[config.mk]
export PLATFORM = sky130hd
export DESIGN_NAME = modfib_hash
export DESIGN_NICKNAME = d
export VERILOG_FILES = /design/src/rtl/modfib_pkg.sv /design/src/rtl/modfib_fold.sv /design/src/rtl/modfib_step.sv /design/src/rtl/modfib_ctrl.sv /design/src/rtl/modfib_state.sv /design/src/rtl/modfib_hash.sv
export SDC_FILE = /design/constraint.sdc
export NUM_CORES = 1
export LEC_CHECK = 0
export BUFFER_PORTS_ARGS = -buffer_cell sky130_fd_sc_hd__buf_2
export CAP_MARGIN = 20
export CORE_MARGIN = 4
export CORE_UTILIZATION = 30
export DETAILED_ROUTE_END_ITERATION = 7
export GPL_ROUTABILITY_DRIVEN = 0
export MAX_ROUTING_LAYER = met4
export SYNTH_ARGS = -nofsm -noshare
export SYNTH_HDL_FRONTEND = slang
export SYNTH_SLANG_ARGS = --single-unit
[constraint.sdc]
create_clock -name clk -period 6 [get_ports clk]
set_input_delay 1.8 -clock clk [delete_from_list [all_inputs] [get_ports clk]]
set_output_delay 1.8 -clock clk [all_outputs]
set_load 0.02 [all_outputs]
[src/rtl/modfib_pkg.sv]
package modfib_pkg;

  typedef enum logic [1:0] {
    PH_IDLE   = 2'd0,
    PH_ABSORB = 2'd1,
    PH_FLUSH  = 2'd2,
    PH_DONE   = 2'd3
  } phase_t;

  // Raw five-term addition, kept wide; callers truncate to their sum width.
  function automatic logic [31:0] mf_raw_sum(input logic [31:0] a, input logic [31:0] b,
                                             input logic [31:0] cin, input logic [31:0] word,
                                             input logic [31:0] ofs);
    return a + b + cin + word + ofs;
  endfunction

  // Largest quotient a single fold can produce for the given widths.
  function automatic int mf_max_quot(input int modv, input int data_w, input int ofs);
    int bound;
    bound = 2 * (modv - 1) + 3 + ((1 << data_w) - 1) + ofs;
    return bound / modv;
  endfunction

endpackage

[src/rtl/modfib_fold.sv]
module modfib_fold #(
  parameter int W     = 20,
  parameter int MOD   = 741454,
  parameter int SUM_W = 22,
  parameter int QMAX  = 2,
  parameter int Q_W   = 2
) (
  input  logic [SUM_W-1:0] sum_i,
  output logic [W-1:0]     rem_o,
  output logic [Q_W-1:0]   quot_o
);

  // Thermometer of "sum reached k*MOD", one comparator per multiple.
  logic [QMAX-1:0]  reach;
  logic [SUM_W-1:0] cand [QMAX+1];

  for (genvar k = 1; k <= QMAX; k++) begin : g_cmp
    assign reach[k-1] = (sum_i >= SUM_W'(k * MOD));
  end

  for (genvar k = 0; k <= QMAX; k++) begin : g_cand
    assign cand[k] = sum_i - SUM_W'(k * MOD);
  end

  always_comb begin
    quot_o = '0;
    for (int k = 0; k < QMAX; k++) begin
      quot_o = quot_o + Q_W'(reach[k]);
    end
  end

  assign rem_o = W'(cand[quot_o]);

endmodule

[src/rtl/modfib_step.sv]
module modfib_step
  import modfib_pkg::*;
#(
  parameter int W      = 20,
  parameter int DATA_W = 16,
  parameter int MOD    = 741454,
  parameter int OFFSET = 513493,
  parameter int SUM_W  = 22,
  parameter int QMAX   = 2,
  parameter int Q_W    = 2
) (
  input  logic [W-1:0]      x_i,
  input  logic [W-1:0]      y_i,
  input  logic [Q_W-1:0]    c_i,
  input  logic [DATA_W-1:0] data_i,
  input  logic              zero_i,
  output logic [W-1:0]      x_next_o,
  output logic [Q_W-1:0]    c_next_o
);

  logic [DATA_W-1:0] word;
  logic [SUM_W-1:0]  total;

  assign word  = zero_i ? '0 : data_i;
  assign total = SUM_W'(mf_raw_sum(32'(x_i), 32'(y_i), 32'(c_i), 32'(word), 32'(OFFSET)));

  modfib_fold #(
    .W(W), .MOD(MOD), .SUM_W(SUM_W), .QMAX(QMAX), .Q_W(Q_W)
  ) u_fold (
    .sum_i (total),
    .rem_o (x_next_o),
    .quot_o(c_next_o)
  );

endmodule

[src/rtl/modfib_ctrl.sv]
module modfib_ctrl
  import modfib_pkg::*;
#(
  parameter int FLUSH_STEPS = 2
) (
  input  logic clk,
  input  logic rst_n,
  input  logic start,
  input  logic in_valid,
  input  logic in_last,
  output logic in_ready,
  output logic step_en,
  output logic step_zero,
  output logic load,
  output logic done
);

  localparam int FC_W     = (FLUSH_STEPS > 1) ? $clog2(FLUSH_STEPS) : 1;
  localparam int LAST_CNT = (FLUSH_STEPS > 0) ? FLUSH_STEPS - 1 : 0;

  phase_t          phase_q, phase_d;
  logic [FC_W-1:0] cnt_q, cnt_d;
  logic            take_word;
  logic            flush_end;

  assign in_ready  = (phase_q == PH_ABSORB);
  assign take_word = in_ready && in_valid && !start;
  assign flush_end = (phase_q == PH_FLUSH) && (cnt_q == FC_W'(LAST_CNT));
  assign step_en   = !start && (take_word || phase_q == PH_FLUSH);
  assign step_zero = (phase_q == PH_FLUSH);
  assign load      = start;
  assign done      = (phase_q == PH_DONE);

  always_comb begin
    phase_d = phase_q;
    cnt_d   = cnt_q;
    if (start) begin
      phase_d = PH_ABSORB;
      cnt_d   = '0;
    end else begin
      case (phase_q)
        PH_ABSORB: if (take_word && in_last) begin
          phase_d = (FLUSH_STEPS > 0) ? PH_FLUSH : PH_DONE;
          cnt_d   = '0;
        end
        PH_FLUSH: begin
          cnt_d = cnt_q + 1'b1;
          if (flush_end) phase_d = PH_DONE;
        end
        default: ;
      endcase
    end
  end

  always_ff @(posedge clk or negedge rst_n) begin
    if (!rst_n) begin
      phase_q <= PH_IDLE;
      cnt_q   <= '0;
    end else begin
      phase_q <= phase_d;
      cnt_q   <= cnt_d;
    end
  end

  // start leaves the engine ready and not done
  a_r2_start_opens: assert property (@(posedge clk) disable iff (!rst_n)
    start |=> (in_ready && !done));

  // the last accepted word closes the input port
  a_r6_ready_drops: assert property (@(posedge clk) disable iff (!rst_n)
    (in_valid && in_ready && in_last && !start) |=> !in_ready);

  // done only rises out of the flush phase
  a_r6_done_after_flush: assert property (@(posedge clk) disable iff (!rst_n)
    $rose(done) |-> $past(flush_end));

  // done holds until a new start
  a_r7_done_holds: assert property (@(posedge clk) disable iff (!rst_n)
    (done && !start) |=> done);

endmodule

[src/rtl/modfib_state.sv]
module modfib_state #(
  parameter int             W      = 20,
  parameter int             MOD    = 741454,
  parameter int             QMAX   = 2,
  parameter int             Q_W    = 2,
  parameter logic [W-1:0]   SEED_X = 20'h5B6DB,
  parameter logic [W-1:0]   SEED_Y = 20'h3DB6D
) (
  input  logic           clk,
  input  logic           rst_n,
  input  logic           load,
  input  logic           step_en,
  input  logic [W-1:0]   x_next,
  input  logic [Q_W-1:0] c_next,
  output logic [W-1:0]   x_q,
  output logic [W-1:0]   y_q,
  output logic [Q_W-1:0] c_q
);

  always_ff @(posedge clk or negedge rst_n) begin
    if (!rst_n) begin
      x_q <= SEED_X;
      y_q <= SEED_Y;
      c_q <= '0;
    end else if (load) begin
      x_q <= SEED_X;
      y_q <= SEED_Y;
      c_q <= '0;
    end else if (step_en) begin
      x_q <= x_next;
      y_q <= x_q;
      c_q <= c_next;
    end
  end

  // state registers stay inside the residue range
  a_r4_x_in_range: assert property (@(posedge clk) disable iff (!rst_n)
    x_q < W'(MOD));
  a_r4_y_in_range: assert property (@(posedge clk) disable iff (!rst_n)
    y_q < W'(MOD));
  a_r4_carry_bound: assert property (@(posedge clk) disable iff (!rst_n)
    c_q <= Q_W'(QMAX));

  // Fibonacci shift of X into Y on every step
  a_r3_y_follows_x: assert property (@(posedge clk) disable iff (!rst_n)
    (step_en && !load) |=> (y_q == $past(x_q)));

  // start reseeds everything
  a_r2_seed_load: assert property (@(posedge clk) disable iff (!rst_n)
    load |=> (x_q == SEED_X && y_q == SEED_Y && c_q == '0));

  // no step, no change
  a_r5_idle_stable: assert property (@(posedge clk) disable iff (!rst_n)
    (!step_en && !load) |=> ($stable(x_q) && $stable(y_q) && $stable(c_q)));

endmodule

[src/rtl/modfib_hash.sv]
module modfib_hash
  import modfib_pkg::*;
#(
  parameter int           W           = 20,
  parameter int           DATA_W      = 16,
  parameter int           MOD         = 741454,
  parameter int           OFFSET      = 513493,
  parameter int           FLUSH_STEPS = 2,
  parameter logic [W-1:0] SEED_X      = 20'h5B6DB,
  parameter logic [W-1:0] SEED_Y      = 20'h3DB6D
) (
  input  logic              clk,
  input  logic              rst_n,
  input  logic              start,
  input  logic              in_valid,
  output logic              in_ready,
  input  logic [DATA_W-1:0] in_data,
  input  logic              in_last,
  output logic [2*W-1:0]    digest,
  output logic              done
);

  localparam int QMAX    = mf_max_quot(MOD, DATA_W, OFFSET);
  localparam int Q_W     = (QMAX > 1) ? $clog2(QMAX + 1) : 1;
  localparam int MAX_SUM = 2 * (MOD - 1) + QMAX + ((1 << DATA_W) - 1) + OFFSET;
  localparam int SUM_W   = $clog2(MAX_SUM + 1);

  logic           step_en, step_zero, load;
  logic [W-1:0]   x_q, y_q, x_next;
  logic [Q_W-1:0] c_q, c_next;

  modfib_ctrl #(.FLUSH_STEPS(FLUSH_STEPS)) u_ctrl (
    .clk      (clk),
    .rst_n    (rst_n),
    .start    (start),
    .in_valid (in_valid),
    .in_last  (in_last),
    .in_ready (in_ready),
    .step_en  (step_en),
    .step_zero(step_zero),
    .load     (load),
    .done     (done)
  );

  modfib_step #(
    .W(W), .DATA_W(DATA_W), .MOD(MOD), .OFFSET(OFFSET),
    .SUM_W(SUM_W), .QMAX(QMAX), .Q_W(Q_W)
  ) u_step (
    .x_i     (x_q),
    .y_i     (y_q),
    .c_i     (c_q),
    .data_i  (in_data),
    .zero_i  (step_zero),
    .x_next_o(x_next),
    .c_next_o(c_next)
  );

  modfib_state #(
    .W(W), .MOD(MOD), .QMAX(QMAX), .Q_W(Q_W),
    .SEED_X(SEED_X), .SEED_Y(SEED_Y)
  ) u_state (
    .clk    (clk),
    .rst_n  (rst_n),
    .load   (load),
    .step_en(step_en),
    .x_next (x_next),
    .c_next (c_next),
    .x_q    (x_q),
    .y_q    (y_q),
    .c_q    (c_q)
  );

  assign digest = {y_q, x_q};

  // a finished digest does not move without a start
  a_r7_digest_held: assert property (@(posedge clk) disable iff (!rst_n)
    (done && !start) |=> $stable(digest));

endmodule

==> flow_metrics.py, run 1 <==
metrics = {
    "clock_network": {
        "cts_inserted_buffers": 5,
        "cts.sinks": 45,
        "htree_num_levels": 2,
        "insertion_delay_ns": 0.30,
        "path_clk_slew_ns": 0.07,
        "cts_buffer_depth": 2,
        "cts_tree": "built",
        "ctsHoldBuffers": 0,
        "cts-root-buf": "clkbuf_16",
    },
    "yosys": {
        "syn_nets": 686,
        "synth.distinct_cells": 80,
        "synthCells": 603,
        "yosys_most_used_dff": "dfstp_2",
        "synth_warnings": 0,
        "mappedNetlistArea_um2": 4977,
        "yosys_register_bits": 45,
        "avgSynthCellArea_um2": 8.254,
        "synth_edf_count": 0,
        "synthArstFlopShare_pct": 100.0,
        "seq_area_frac_synth_pct": 23.28,
    },
    "outcome": {
        "violations": "setup timing",
        "status": "complete, but fails checks",
    },
    "global_routing": {
        "antenna_found_initial": 0,
        "grt_pass1_vias": 5202,
        "grt.busiest_layer": "met2",
        "grt_use_met3_pct": 1.544,
        "grt-ovfl-total": 0,
        "grt_max_degree": 46,
        "use_met1_pct": 23.16,
        "grt_first_pass_wirelength_mm": 26.19,
        "gr-usage-met2_pct": 30.75,
        "grt_use_total_pct": 18.14,
    },
    "detailed_routing": {
        "viasPerCell": 5.197,
        "first_pass_iters": 5,
        "drt_first_iter_violations": 332,
        "drc": 0,
        "via_count": 5306,
        "routedWlPerCell_um": 17.09,
        "antenna_left": 0,
        "finalWirelength_mm": 17.45,
    },
    "floorplan": {
        "io-pin-count": 63,
        "fp.dieW_um": 136.8,
        "rows": 46,
        "die-area_um2": 18720,
        "die_h_um": 136.8,
        "core_um2": 16060,
        "start_util_pct": 31.00,
    },
    "placed_design": {
        "place.detailed.hpwl_mm": 12.04,
        "numPortBuffers": 62,
    },
    "critical_path": {
        "start_kind": "primary input",
        "worstPathMaxFanout": 6,
        "slowest_delay_ns": 0.54,
        "critPathKind": "in -> reg",
        "timing.rr.start": "u_ctrl.phase_q[1]",
        "critPathSlowestCell": "or4_4",
        "required_ns": 6.22,
        "setup.worst_path.end_class": "register",
        "crit_arrival_ns": 6.65,
        "crit_start": "in_data[1]",
    },
    "run": {
        "maxCapViolCount": 0,
    },
    "worst_hold_path": {
        "hp-start": "u_state.y_q[9]",
        "hp-class": "reg -> reg",
    },
    "timing": {
        "slew_headroom_pct": 57.44,
        "fin_crit_sh_pct": 107.1,
        "setup_tns_ns": -6.605,
        "setup_viol": 21,
        "worst_slack_ns": -0.4242,
        "rsz0062_at_grt": "yes",
        "period_minus_slack_ns": 6.424,
        "hold_violations": 0,
        "worst_slew_pin_slew_ns": 0.6384,
        "skew_ns": 0.008047,
        "maxSlewViolCount": 0,
        "max_freq_mhz": 155.7,
    },
    "layout": {
        "syn_to_final_growth_pct": 50.63,
        "antenna_cells": 0,
        "nets": 887,
        "drive_above_1_share_pct": 44.10,
    },
}
-- synthesized netlist by cell type (3+ instances only) --
cell type | number | area (µm²)
nor2_1 | 34 | 127.6
mux2i_1 | 6 | 60.06
nor3_1 | 7 | 35.03
nand3_1 | 10 | 50.05
a31o_2 | 5 | 43.79
fa_1 | 19 | 380.4
and3_1 | 3 | 18.77
a211oi_1 | 7 | 52.55
a31oi_1 | 5 | 31.28
o22ai_1 | 3 | 18.77
xnor2_1 | 16 | 140.1
xor2_1 | 8 | 70.07
nand2b_1 | 5 | 31.28
o21ai_0 | 53 | 265.3
nand4_1 | 4 | 25.02
nor3b_1 | 3 | 22.52
a22oi_1 | 4 | 30.03
nor2b_1 | 3 | 18.77
xor2_2 | 3 | 48.80
clkbuf_1 | 24 | 90.09
buf_2 | 3 | 15.01
ha_1 | 43 | 538.0
nand2_1 | 66 | 247.7
inv_1 | 79 | 296.5
a21o_1 | 11 | 82.58
o31ai_1 | 12 | 90.09
a21oi_1 | 27 | 135.1
dfstp_2 | 26 | 683.2
o211ai_1 | 11 | 82.58
dfrtp_1 | 19 | 475.5
nor3_2 | 3 | 30.03
o21ai_1 | 7 | 35.03
and2_1 | 9 | 56.30
a2bb2oi_1 | 3 | 26.28
o21bai_1 | 3 | 22.52
-- layout by cell type (no fill, tap or decap), drive strengths merged, types with 10 or more instances in the layout --
cell type,instances
o211ai,11
o31ai,12
xnor2,16
a21o,11
fa,19
nand2,67
nor2,34
nand3,10
buf,221
xor2,11
dfrtp,19
inv,79
dfstp,26
a21oi,28
nor3,10
ha,43
o21ai,61
-- metrics by stage --
stage	setup slack [ns]	area (µm²)	std cells	hold slack [ns]	util (%)
2_1_floorplan	-0.4863	5110	603	0.4417	-
3_3_place_gp	-0.8630	6405	971	0.4616	39.89
3_5_place_dp	-0.8771	6405	971	0.4669	39.89
4_1_cts	-0.3370	7164	1009	0.4770	44.62
5_1_grt	-0.6185	7497	1021	0.4979	46.69
6_report	-0.4242	7497	1021	0.4778	46.69
-- path summary, 6_finish.rpt --
kind	end	slack, ns	cells past startpoint
worst max register to register	u_state.x_q[15]	0.31	25
worst min register to register	u_state.y_q[9]	0.48	2
min in group asynchronous	u_state.y_q[7]	1.61	2
max in group asynchronous	u_ctrl.cnt_q	3.96	2
worst max-delay path	u_state.x_q[15]	-0.42	25
worst min-delay path	u_state.y_q[9]	0.48	2
-- worst max-delay path, delay by kind of cell --
kind,cells,cell delay [ns]
AOI/OAI and AO/OA,9,1.29
adders and majority gates,5,1.67
buffers and inverters,5,0.55
and+or+nand+nor,6,1.33
-- sequential cells by signal (all words and copies together) (netlist names) --
register	count
u_state.x_q	20
u_state.y_q	20
u_ctrl.phase_q	2
u_state.c_q	2
u_ctrl.cnt_q	1
-- layer usage --
layer	routed length, µm	vias to the layer above
met5	0	-
met4	525	0
met3	771	44
met2	8555	146
met1	7600	2601
li1	-	2515
-- area by class of cell --
cell class | count | area (µm²)
Clock buffer | 7 | 132.6
Clock inverter | 1 | 7.507
Fill cell | 1479 | 8561
Multi-Input combinational cell | 449 | 3905
Sequential cell | 45 | 1159
Timing Repair Buffer | 223 | 1705
Inverter | 80 | 317.8
Tap cell | 216 | 270.3
-- what timing repair did --
action	4_1_cts	5_1_grt
gates cloned	1	2
pin swaps	32	19
gates resized for setup	81	41
endpoints found under the setup margin	21	21
buffers inserted	29	13
-- cell families (layout without fill, tap and decap cells) --
kind of cell / after synthesis / in the layout / synth area share [%]
AND/OR/NAND/NOR: 166 / 166 / 16.87
buffers and inverters: 109 / 311 / 8.597
multiplexers: 8 / 8 / 1.659
adder cells (fa/ha/maj): 62 / 62 / 18.45
XOR/XNOR: 27 / 27 / 5.204
AO/OA/AOI/OAI: 186 / 186 / 25.94
flip-flops: 45 / 45 / 23.28
Power of run 1 is not shown: default switching activity piles up to over one toggle a cycle in this logic, so the estimate is an artifact.
==> inputs of run 2 (changes only) <==
- CORE_UTILIZATION: 30 -> 54
- PLACE_DENSITY: not set -> 0.78
==> run 2 against run 1 <==
Against the previous run:
- the run still ends with setup timing left
- first-iteration DRC count rose to 2.6 times the previous value
- sequential share of layout area rose by 1.8 points
- worst hold slack improved by 0.0078 ns
- non-clock buffer count fell by 33
- highest routed layer unchanged
==> flow_metrics.py, run 2 (same netlist as run 1, synthesis figures left out) <==
metrics = {
    "clock_network": {
        "cts_inserted_buffers": 5,
        "htree_num_levels": 2,
        "cts_tree": "built",
        "path_clk_slew_ns": 0.09,
        "cts_buffer_depth": 2,
        "cts-root-buf": "clkbuf_8",
        "insertion_delay_ns": 0.31,
        "ctsHoldBuffers": 0,
        "cts.sinks": 45,
    },
    "outcome": {
        "status": "complete, but fails checks",
        "violations": "setup timing",
    },
    "critical_path": {
        "slowest_delay_ns": 0.62,
        "critPathKind": "in -> reg",
        "path_cells": "buf_12 -> nand2_8 -> fa_1 -> fa_1 -> inv_1 -> ha_2 -> fa_2 -> a21o_1 -> buf_4 -> a22o_1 -> o221ai_2 -> xnor2_1 -> or2_2 -> nor3_2 -> o311ai_2 -> o21ai_2 -> a21oi_2 -> ha_4 -> clkinv_8 -> buf_4 -> buf_6 -> a2111oi_1 -> a21oi_1",
        "crit_arrival_ns": 6.99,
        "worstPathMaxFanout": 7,
        "path_buf_inv": 6,
        "critPathSlowestCell": "a2111oi_1",
        "start_kind": "primary input",
        "setup.worst_path.end_class": "register",
        "required_ns": 6.21,
        "critPathTopFamily": "adder cells",
    },
    "timing": {
        "fin_crit_sh_pct": 113.0,
        "period_minus_slack_ns": 6.779,
        "rsz0062_at_grt": "yes",
        "max_freq_mhz": 147.5,
        "skew_ns": 0.006402,
        "slew_headroom_pct": 32.87,
        "hold_violations": 0,
        "worst_slew_pin_slew_ns": 1.003,
        "setup_viol": 21,
        "maxSlewViolCount": 0,
        "worst_slack_ns": -0.7795,
    },
    "worst_hold_path": {
        "hp-class": "reg -> reg",
    },
    "layout": {
        "antenna_cells": 0,
        "top_regs": "u_state.x_q x20, u_state.y_q x20",
        "drive_above_1_share_pct": 38.08,
        "syn_to_final_growth_pct": 35.02,
        "final_common_cell": "buf_4",
        "stdcell_count": 880,
        "nets": 854,
        "final_cell_mix": "buf_4 (115), inv_1 (78), nand2_1 (61), buf_2 (61), o21ai_0 (43)",
    },
    "floorplan": {
        "die_h_um": 104.0,
        "rows": 34,
        "core_um2": 8848,
        "fp.dieW_um": 104.0,
        "start_util_pct": 56.25,
        "io-pin-count": 63,
        "die-area_um2": 10820,
    },
    "placed_design": {
        "place.detailed.hpwl_mm": 12.28,
        "numPortBuffers": 62,
        "placed_cells": 859,
    },
    "global_routing": {
        "antenna_found_initial": 0,
        "grt_use_total_pct": 30.56,
        "grt_max_degree": 46,
        "grt_first_pass_wirelength_mm": 26.70,
        "grt-ovfl-total": 0,
        "grt_pass1_vias": 5433,
    },
    "detailed_routing": {
        "via_count": 5803,
        "drc": 0,
        "first_pass_iters": 6,
        "antenna_left": 0,
        "finalWirelength_mm": 18.77,
        "viasPerCell": 6.594,
        "routedWlPerCell_um": 21.33,
        "drt_first_iter_violations": 858,
    },
    "run": {
        "maxCapViolCount": 0,
    },
}
==> run 2: cell count changes in the layout (fill, tap and decap cells not counted), moves of 5 or more <==
cell,before,now
buf_4,136,115
clkbuf_16,7,0
clkbuf_8,0,6
o21ai_2,10,4
nand2_1,56,61
nor2_1,26,31
==> run 2: worst reg2reg max path, stage by stage, from the launching register on <==
cell,delay (ns)
dfrtp_1,0.44
nand2b_1,0.35
buf_4,0.31
and2_1,0.19
fa_1,0.54
ha_1,0.33
ha_1,0.35
nand3_1,0.19
nor3b_1,0.48
a21oi_1,0.20
buf_4,0.17
o211ai_1,0.40
a21o_1,0.19
o21ai_2,0.07
and2_1,0.18
nor2_1,0.16
o21ai_2,0.10
ha_4,0.35
clkinv_8,0.09
buf_4,0.14
buf_6,0.12
a2111oi_1,0.62
a21oi_1,0.09
==> run 2: per-layer routing <==
layer	wire, µm	global-route usage (%)	vias to the layer above
li1	-	-	2454
met1	6818	37.31	2685
met2	8441	48.24	508
met3	2332	7.697	156
met4	1176	13.01	0
met5	0	-	-
==> run 2: repair_timing <==
action                     4_1_cts  5_1_grt
pin swaps                       19       21
setup endpoints to repair       21       21
setup buffers                    4        8
gates resized for setup         38       19
==> run 2: final cells by class <==
type / count / area (µm²)
fill: 546 / 2128
clock inverter: 1 / 30.03
multi-input combinational: 449 / 3647
sequential: 45 / 1159
tap: 108 / 135.1
clock buffer: 7 / 86.33
inverter: 80 / 315.3
timing repair buffer: 190 / 1348
==> run 2: path summary, 6_finish.rpt <==
| path | startpoint | to | slack, ns | depth (start not counted) |
|---|---|---|---|---|
| worst max-delay path | in_data[1] | u_state.x_q[12] | -0.78 | 23 |
| worst min-delay path | u_ctrl.cnt_q | u_ctrl.cnt_q | 0.49 | 1 |
| worst max register to register | u_ctrl.phase_q[0] | u_state.x_q[12] | -0.16 | 22 |
| worst min register to register | u_ctrl.cnt_q | u_ctrl.cnt_q | 0.49 | 1 |
| max in group asynchronous | rst_n | u_state.x_q[18] | 4.21 | 2 |
| min in group asynchronous | rst_n | u_state.x_q[2] | 1.29 | 1 |
==> run 2: stage by stage <==
step	instance area, µm²	setup slack [ns]	TNS [ns]	hold WS, ns	utilization, %
floorplan	5110	-0.4863	-7.889	0.4417	-
global placement	6240	-0.7144	-13.55	0.4584	70.52
detailed placement	6240	-0.9524	-17.77	0.4716	70.52
CTS	6544	-0.4709	-7.966	0.4845	73.95
global route	6720	-0.8720	-13.63	0.5104	75.95
finish	6720	-0.7795	-10.53	0.4856	75.95
Power of run 2 is left out for the same reason.
